## src/rtl/sc_tx_pkg.sv

```systemverilog
package sc_tx_pkg;

    typedef enum logic {
        ST_IDLE = 1'b0,
        ST_SEND = 1'b1
    } tx_state_e;

    typedef enum logic [1:0] {
        CK_OFF  = 2'd0,
        CK_RUN  = 2'd1,
        CK_LOW  = 2'd2,
        CK_HIGH = 2'd3
    } clk_ctrl_e;

    // start + 8 data + parity
    localparam int DATA_BITS     = 8;
    localparam int FRAME_BITS    = DATA_BITS + 2;
    // flag points expressed in half-etu steps after the start edge
    localparam int END_HALF_NORM = 25;
    localparam int END_HALF_GSM  = 22;

    function automatic logic parity_of(input logic [DATA_BITS-1:0] d, input logic odd);
        return (^d) ^ odd;
    endfunction

endpackage

```

## src/rtl/sc_tx_prescaler.sv

```systemverilog
module sc_tx_prescaler #(
    parameter int SEL_W    = 2,
    parameter int PRE_STEP = 2
) (
    input  logic             clk,
    input  logic             rst_n,
    input  logic             clr,
    input  logic [SEL_W-1:0] sel,
    output logic             tick
);
    localparam int NSEL    = 1 << SEL_W;
    localparam int MAX_DIV = 1 << (PRE_STEP * (NSEL - 1));
    localparam int CNT_W   = (MAX_DIV > 1) ? $clog2(MAX_DIV) : 1;

    typedef struct packed {
        logic [CNT_W-1:0] cnt;
    } pre_t;

    pre_t pre_d, pre_q;
    logic [CNT_W-1:0] lim [NSEL];

    // terminal count for each select code: 4^code - 1
    for (genvar g = 0; g < NSEL; g++) begin : g_lim
        assign lim[g] = CNT_W'((1 << (PRE_STEP * g)) - 1);
    end

    assign tick = (pre_q.cnt == lim[sel]);

    always_comb begin
        pre_d = pre_q;
        if (clr || tick) begin
            pre_d.cnt = '0;
        end else begin
            pre_d.cnt = pre_q.cnt + 1'b1;
        end
    end

    always_ff @(posedge clk) begin
        if (!rst_n) pre_q <= '0;
        else        pre_q <= pre_d;
    end

endmodule

```

## src/rtl/sc_tx_half_timer.sv

```systemverilog
module sc_tx_half_timer #(
    parameter int SUB_W = 8
) (
    input  logic             clk,
    input  logic             rst_n,
    input  logic             clr,
    input  logic             run,
    input  logic             tick,
    input  logic [SUB_W-1:0] ticks,
    output logic             half_done
);
    typedef struct packed {
        logic [SUB_W-1:0] sub;
    } tmr_t;

    tmr_t tmr_d, tmr_q;
    logic [SUB_W-1:0] last;

    // a zero count behaves as one tick per half etu
    assign last      = (ticks == '0) ? '0 : ticks - 1'b1;
    assign half_done = run && tick && (tmr_q.sub == last);

    always_comb begin
        tmr_d = tmr_q;
        if (clr) begin
            tmr_d.sub = '0;
        end else if (run && tick) begin
            tmr_d.sub = half_done ? '0 : tmr_q.sub + 1'b1;
        end
    end

    always_ff @(posedge clk) begin
        if (!rst_n) tmr_q <= '0;
        else        tmr_q <= tmr_d;
    end

endmodule

```

## src/rtl/sc_tx_cardclk.sv

```systemverilog
module sc_tx_cardclk
    import sc_tx_pkg::*;
(
    input  logic       clk,
    input  logic       rst_n,
    input  logic       tick,
    input  logic [1:0] ctrl,
    input  logic       gsm,
    output logic       card_clk
);
    typedef struct packed {
        logic lvl;
    } ck_t;

    ck_t ck_d, ck_q;

    always_comb begin
        ck_d = ck_q;
        unique case (clk_ctrl_e'(ctrl))
            CK_OFF:  ck_d.lvl = 1'b0;
            CK_RUN:  ck_d.lvl = tick ? ~ck_q.lvl : ck_q.lvl;
            CK_LOW:  ck_d.lvl = 1'b0;
            CK_HIGH: ck_d.lvl = gsm;   // static high only under GSM timing
            default: ck_d.lvl = 1'b0;
        endcase
    end

    always_ff @(posedge clk) begin
        if (!rst_n) ck_q <= '0;
        else        ck_q <= ck_d;
    end

    assign card_clk = ck_q.lvl;

endmodule

```

## src/rtl/sc_char_tx.sv

```systemverilog
module sc_char_tx
    import sc_tx_pkg::*;
#(
    parameter int SUB_W    = 8,
    parameter int SEL_W    = 2,
    parameter int PRE_STEP = 2
) (
    input  logic             clk,
    input  logic             rst_n,
    input  logic [7:0]       tx_data,
    input  logic             tx_valid,
    output logic             tx_ready,
    input  logic             gsm_mode,
    input  logic             odd_parity,
    input  logic [SEL_W-1:0] clk_sel,
    input  logic [SUB_W-1:0] half_etu_ticks,
    input  logic [1:0]       clk_ctrl,
    output logic             ser_out,
    output logic             card_clk,
    output logic             tx_end
);
    localparam int HC_W = $clog2(END_HALF_NORM + 1);
    localparam logic [HC_W-1:0] END_N = HC_W'(END_HALF_NORM);
    localparam logic [HC_W-1:0] END_G = HC_W'(END_HALF_GSM);

    typedef struct packed {
        tx_state_e             st;
        logic [FRAME_BITS-1:0] frame;  // bit 0 is the bit on the line
        logic [HC_W-1:0]       half;   // half-etu steps since start edge
        logic                  gsm;    // mode latched at acceptance
        logic                  ser;
        logic                  tend;
    } tx_t;

    tx_t tx_d, tx_q;

    logic            tick;
    logic            accept;
    logic            half_done;
    logic [HC_W-1:0] nxt_half;
    logic [HC_W-1:0] end_half;

    assign accept   = tx_valid && (tx_q.st == ST_IDLE);
    assign nxt_half = tx_q.half + 1'b1;
    assign end_half = tx_q.gsm ? END_G : END_N;

    sc_tx_prescaler #(
        .SEL_W    (SEL_W),
        .PRE_STEP (PRE_STEP)
    ) i_pre (
        .clk   (clk),
        .rst_n (rst_n),
        .clr   (accept),
        .sel   (clk_sel),
        .tick  (tick)
    );

    sc_tx_half_timer #(
        .SUB_W (SUB_W)
    ) i_tmr (
        .clk       (clk),
        .rst_n     (rst_n),
        .clr       (accept),
        .run       (tx_q.st == ST_SEND),
        .tick      (tick),
        .ticks     (half_etu_ticks),
        .half_done (half_done)
    );

    sc_tx_cardclk i_ck (
        .clk      (clk),
        .rst_n    (rst_n),
        .tick     (tick),
        .ctrl     (clk_ctrl),
        .gsm      (gsm_mode),
        .card_clk (card_clk)
    );

    always_comb begin
        tx_d = tx_q;
        if (accept) begin
            tx_d.st    = ST_SEND;
            tx_d.frame = {parity_of(tx_data, odd_parity), tx_data, 1'b0};
            tx_d.half  = '0;
            tx_d.gsm   = gsm_mode;
            tx_d.ser   = 1'b0;
            tx_d.tend  = 1'b0;
        end else if (tx_q.st == ST_SEND && half_done) begin
            tx_d.half = nxt_half;
            // a whole etu has elapsed: move to the next frame bit
            if (!nxt_half[0]) begin
                tx_d.frame = {1'b1, tx_q.frame[FRAME_BITS-1:1]};
                tx_d.ser   = tx_q.frame[1];
            end
            if (nxt_half == end_half) begin
                tx_d.st   = ST_IDLE;
                tx_d.tend = 1'b1;
            end
        end
    end

    always_ff @(posedge clk) begin
        if (!rst_n) begin
            tx_q       <= '0;
            tx_q.st    <= ST_IDLE;
            tx_q.frame <= '1;
            tx_q.ser   <= 1'b1;
        end else begin
            tx_q <= tx_d;
        end
    end

    assign tx_ready = (tx_q.st == ST_IDLE);
    assign ser_out  = tx_q.ser;
    assign tx_end   = tx_q.tend;

endmodule

```

## config.mk

```make
export PLATFORM = sky130hd
export DESIGN_NAME = sc_char_tx
export DESIGN_NICKNAME = d
export VERILOG_FILES = /design/src/rtl/sc_tx_pkg.sv /design/src/rtl/sc_tx_prescaler.sv /design/src/rtl/sc_tx_half_timer.sv /design/src/rtl/sc_tx_cardclk.sv /design/src/rtl/sc_char_tx.sv
export SDC_FILE = /design/constraint.sdc
export NUM_CORES = 1
export LEC_CHECK = 0
export ABC_AREA = 1
export BUFFER_PORTS_ARGS = -buffer_cell sky130_fd_sc_hd__buf_2
export CAP_MARGIN = 20
export CORE_MARGIN = 1.5
export CORE_UTILIZATION = 40
export DETAILED_ROUTE_END_ITERATION = 6
export GPL_TIMING_DRIVEN = 0
export HOLD_SLACK_MARGIN = 0.15
export MAX_ROUTING_LAYER = met4
export PLACE_DENSITY_LB_ADDON = 0.05
export SLEW_MARGIN = 5
export SYNTH_ARGS = -nofsm -noshare
export SYNTH_HDL_FRONTEND = slang
export SYNTH_SLANG_ARGS = --single-unit
export TNS_END_PERCENT = 1
```

## constraint.sdc

```tcl
create_clock -name clk -period 2.25 [get_ports clk]
set_clock_uncertainty 0.15 [all_clocks]
set_input_delay 0.1125 -clock clk [delete_from_list [all_inputs] [get_ports clk]]
set_output_delay 0.1125 -clock clk [all_outputs]
set_load 0.05 [all_outputs]
```

# After elaboration in Yosys (flattened, before gate mapping)
# Cells that the tools add are included.
# Widths: inputs -> output; s select.
# word_totals
out_inout_bits,4
regBits,34
input_bits,25
word_cells,59
# classes
bitwise,5
reduce_logical,16
eq_ne,8
n_lt_le_gt_ge,1
addsub,4
muxes,16
# ops
operator,count
$mux 16,2
$mux 8,2
$bmux 6 s2,1
$mux 6,2
$mux 10,1
$add 8x1->8 const B,1
$eq 8x8->1,1
$logic_not 8->1,1
$reduce_xor 8->1,1
$sub 8x1->8 const B,1
$add 6x1->6 const B,1
$eq 6x6->1,1
$reduce_and 2->1,3
$reduce_or 2->1,3
$add 5x1->5 const B,1
$eq 5x5->1,1
$eq 2x2->1 const B,2
$logic_and 1x1->1,4
$mux 1,4
$mux 2,2
$mux 4,1
$ne 2x1->1 const B,2
$reduce_bool 2->1,2
$ge 3x3->1 const B,1
other kinds (7),9

# Longest topological paths before layout
# logic_depth
ltp_word,10
depth_mapped,17
depth_no_buf,15

# Cells and area by module
# Synthesis repeated with hierarchy kept, for this count alone.
# hier_totals
hier_cells,329
area_unflattened_um2,2158.3
# by_module_without_submodules
mod,area_each_um2,instances,cells_per_inst,seq_area_each_um2
sc_char_tx,1009.7,1,143,360.3
sc_tx_half_timer,737.0,1,124,160.2
sc_tx_prescaler,349.1,1,50,120.1
sc_tx_cardclk,62.6,1,12,20.0

# Worst setup path before layout
# OpenSTA, ideal clock, no wires.
# synth_timing
kind,input port to flip-flop
startpoint,input half_etu_ticks[0]
endpoint,register tx_q[16] (netlist name)
path_buffers,2
setup_slack_ps,359
t_required_ps,1987
t_arrival_ps,1628
setup_time_ps,113
stages,15
cell_sequence,inv_1 ha_1 nand2_2 inv_2 nand2_2 buf_6 nand3b_1 nand2_1 nor2_2 nand3_2 nor2_4 nand2_2 buf_6 a21oi_2 nand2_1
# synth_between
elab_chain_cells,7
word_cells_on_any_way,8
cone_classes,1 x add/sub; 1 x eq/ne; 1 x mux; 5 x reduce/logical
# synth_lines
element,line_no,rtl
start: declaration,sc_char_tx.sv:16,"input logic [SUB_W-1:0] half_etu_ticks,"
$sub 8x1->8 or $logic_not 8->1 (tied branches),sc_tx_half_timer.sv:20,assign last = (ticks == '0) ? '0 : ticks - 1'b1;
$mux 8 *,sc_tx_half_timer.sv:20,
$eq 8x8->1 *,sc_tx_half_timer.sv:21,assign half_done = run && tick && (tmr_q.sub == last);
$logic_and 1x1->1 *,sc_tx_half_timer.sv:21,
$logic_and 1x1->1 *,sc_char_tx.sv:88,end else if (tx_q.st == ST_SEND && half_done) begin
$reduce_bool 2->1 (no line) *,n/a,
$reduce_and 2->1 (no line) *,n/a,
end signal: assignment,sc_char_tx.sv:109,tx_q <= tx_d;
end: declaration,sc_char_tx.sv:35,"tx_t tx_d, tx_q;"
# Mark *: on every way between the ends. The rest lies on a longest branch, timed or not.
# A chain may end at the register's enable or synchronous reset.

# Worst setup path in the final report
# layout_timing
startpoint,input gsm_mode
endpoint,register i_ck.ck_q (netlist: i_ck.card_clk)
# layout_between
elab_chain_cells,1
# layout_lines
element,line_no,rtl
start: declaration,sc_char_tx.sv:13,"input logic gsm_mode,"
$pmux 1 s3,sc_tx_cardclk.sv:19,unique case (clk_ctrl_e'(ctrl))
end signal: assignment,sc_tx_cardclk.sv:30,else ck_q <= ck_d;
end: declaration,sc_tx_cardclk.sv:15,"ck_t ck_d, ck_q;"
# No other way between the ends.

==> run metrics <==
setup TNS=0 ns; Hold WS=about 0.16 ns; Die ar.=roughly 0.0055 mm^2; critical path buffer and inverter count=4; syn nets=340; Overall Global Routing Usage=0.1863; CTS clk-pin slew, worst paths=roughly 0.07 ns; Cell Count, Final, Fillers Out=~430; initial core utilization=0.4233; Critical Path AT=roughly 2.1 ns; DIE HEIGHT=approximately 74 um; clock sink count=33; worst setup margin=0.1794 ns; Tcrit/Tclk final=0.9203; Core ar.=approximately 0.0048 mm^2; crit-path cells=dlygate4sd3_1, buf_2, o211ai_1, dlygate4sd3_1, nor2_1, dlygate4sd3_1; Antenna Diode Count=0; gp weighted congestion=0.7751; Adder-Cell Fraction of Synth Area=0.02471; Rows=25; mux cell area share after synthesis=0; Worst EP required=about 2.3 ns; Tot Pwr=1.311 mW; Crit path top cell by count=dlygate4sd3_1; Post-Synth Simple-Gate Area=0.4101; endpoints failing setup=0; Top delay family on crit path=buffers and inverters; Max FO, Critical Path=2; Bufs on Longest Clock Path=2; CP Class=input pin to register; Area growth syn-to-layout=24.52%; critical path's largest stage delay=0.56 ns; Fmax=~480 MHz; Setup crit end kind=register; Final min period=between 2 and 2.5 ns; Startpoint Class=input pin; synthesis-stage register bit count=33; drt first pass iters=4; worst vdd ir=just over 0.3 mV; Num CTS Buffers=5; register area share after synthesis=0.3261; first-pass GRT wire length=a little under 8 mm; max-cap check violation count=0; final WL=4.596 mm; Syn Inst Count=311; distinct cell type count after synthesis=26; DR DRC count=0; chip width=~74 um; Slowest-stage cell, CP=dlygate4sd3_1; worst skew pair latency=0.29 ns; leakage power=roughly 1.1 nW; outcome=finished, final reports clean; max_slew headroom=0.5377; I/O pin count=29; htree depth=2; post-DP HPWL=3.402 mm; Mapped Avg Cell Area=about 6.5 um^2; mapped cell area=roughly 0.0020 mm^2; vias in the first global route=roughly 1800; DR vias=2020; Placement Setup Slack=-0.04418 ns; power density cells=slightly above 500 mW/mm^2; # fillers=~510; Via density=roughly 4.7; Slew Viols, Final=0; Routed Antenna Nets=0; wire per inst=between 10 and 15 um; port buffer count=28; root buffer cell=clkbuf_8; final hold violation count=0; CTS tree=done; largest family of logic cells by synthesized area=simple AND/OR/NAND/NOR gates; initial antenna violation count=0; RSZ-0062 raised after global routing=no; GR Overflow Total=0; placed insts=406; compound-cell area share of the yosys netlist=0.07844; largest net degree at the start of global routing=12; Final #Nets=approximately 400; Synth warnings=0; share of layout cells above drive strength 1=0.1644; HP Class=input pin to register; worst slew pin tran=0.6909 ns; xor and xnor area share after synthesis=0.07350; DRT iter0 DRCs=50
-- registers in the layout, summed over array words and instances, names as in the netlist --
| signal | count |
|---|---|
| i_ck.card_clk | 1 |
| i_pre.pre_q | 6 |
| tx_end | 1 |
| i_tmr.tmr_q | 8 |
| tx_q | 17 |
-- metrics by stage --
stage / utilization / area [um^2]
final: 0.5271 / 2522
after global routing: 0.5271 / 2522
after CTS: 0.5174 / 2476
after detailed placement: 0.4701 / 2250
after global placement: 0.4701 / 2250
after floorplan: - / 2026
-- power by group --
part / switching, mW / internal [mW] / total, mW
Sequential: 0.0155 / 0.608 / 0.623
Combinational: 0.136 / 0.102 / 0.238
Clock: 0.235 / 0.214 / 0.449
-- worst reg2reg max path: stages, from the launching register on --
cell and delay, ns:
dfxtp_1 0.42, nand2_1 0.10, o21ai_1 0.21, nand4_1 0.21, nor2_2 0.15, nand3_2 0.10
nor2_4 0.17, nand2_2 0.09, buf_6 0.15, nand3_1 0.07, nand3_1 0.08
-- worst paths after layout --
| path | from | to | cells past startpoint | slack (ns) |
|---|---|---|---|---|
| worst min register to register | tx_end | tx_end | 2 | 0.31 |
| worst max-delay path | gsm_mode | i_ck.card_clk | 6 | 0.18 |
| worst max register to register | i_pre.pre_q[0] | tx_q[9] | 10 | 0.21 |
| worst min-delay path | tx_valid | tx_q[16] | 6 | 0.16 |
-- layer usage --
metal / wire length (um) / GRT usage / up-vias / part of all wire
met1: 2316 / 0.2359 / 878 / 0.50
met2: 2089 / 0.2996 / 26 / 0.45
met5: 0 / - / - / 0
met4: 57 / 0.06173 / 0 / 0.012
li1: - / - / 1110 / -
met3: 133 / 0.03252 / 6 / 0.029
-- Yosys cell counts --
cell type,count,share of area
nand2_1,82,0.15
nor3_1,4,0.0099
nor2_1,38,0.070
inv_2,2,0.0037
o21ai_0,13,0.032
dfxtp_1,33,0.33
buf_6,3,0.017
xnor2_1,8,0.035
nand3_1,41,0.10
nor3b_1,3,0.011
clkbuf_1,3,0.0056
inv_1,33,0.061
and3_1,1,0.0031
nor2_4,1,0.0056
nand3_2,2,0.0099
a21oi_1,7,0.017
nor2_2,3,0.0093
a21oi_2,1,0.0043
ha_1,4,0.025
o21ai_1,4,0.0099
nand2_2,4,0.012
a21boi_0,1,0.0037
nand4_1,7,0.022
nand3b_1,1,0.0037
xor2_1,9,0.039
o211ai_1,3,0.011
-- kinds of logic (layout without fill, tap and decap cells) --
| logic type | count (synthesis) | after routing |
|---|---|---|
| simple gates | 187 | 187 |
| buf+inv | 41 | 95 |
| flops | 33 | 33 |
| compound gates | 29 | 29 |
| xor+xnor | 17 | 17 |
| fa+ha+maj | 4 | 4 |
-- cell usage in the layout (no fill, tap or decap), types with 4 or more instances in the layout --
| cell type | instances |
|---|---|
| o21ai_1 | 4 |
| nand4_1 | 7 |
| dlygate4sd3_1 | 14 |
| clkbuf_8 | 5 |
| buf_2 | 28 |
| dfxtp_1 | 32 |
| inv_1 | 33 |
| nor2_1 | 37 |
| a21oi_1 | 7 |
| xor2_1 | 9 |
| nand2_1 | 81 |
| buf_4 | 4 |
| o21ai_0 | 13 |
| nor3_1 | 4 |
| nand2_2 | 5 |
| nand3_1 | 40 |
| xnor2_1 | 8 |
| ha_1 | 4 |
-- repair_timing --
action	CTS	global route
setup endpoints to repair	0	19
endpoints found under the hold margin	11	0
buffers inserted	0	4
resized for setup	0	5
hold buffers	14	0
-- final cells by class --
cell class | instances | area (um^2) | share of cell area
well taps | 67 | 83.83 | 0.03323
plain buffers | 6 | 45.04 | 0.01786
flip-flops and latches | 33 | 661.9 | 0.2624
clock buffers | 5 | 68.82 | 0.02728
repair buffers | 46 | 310.3 | 0.1230
inverters | 35 | 131.4 | 0.05208
clock inverters | 3 | 17.52 | 0.006944
multi-input cells | 237 | 1204 | 0.4772
(Power assumes the default switching activity.)
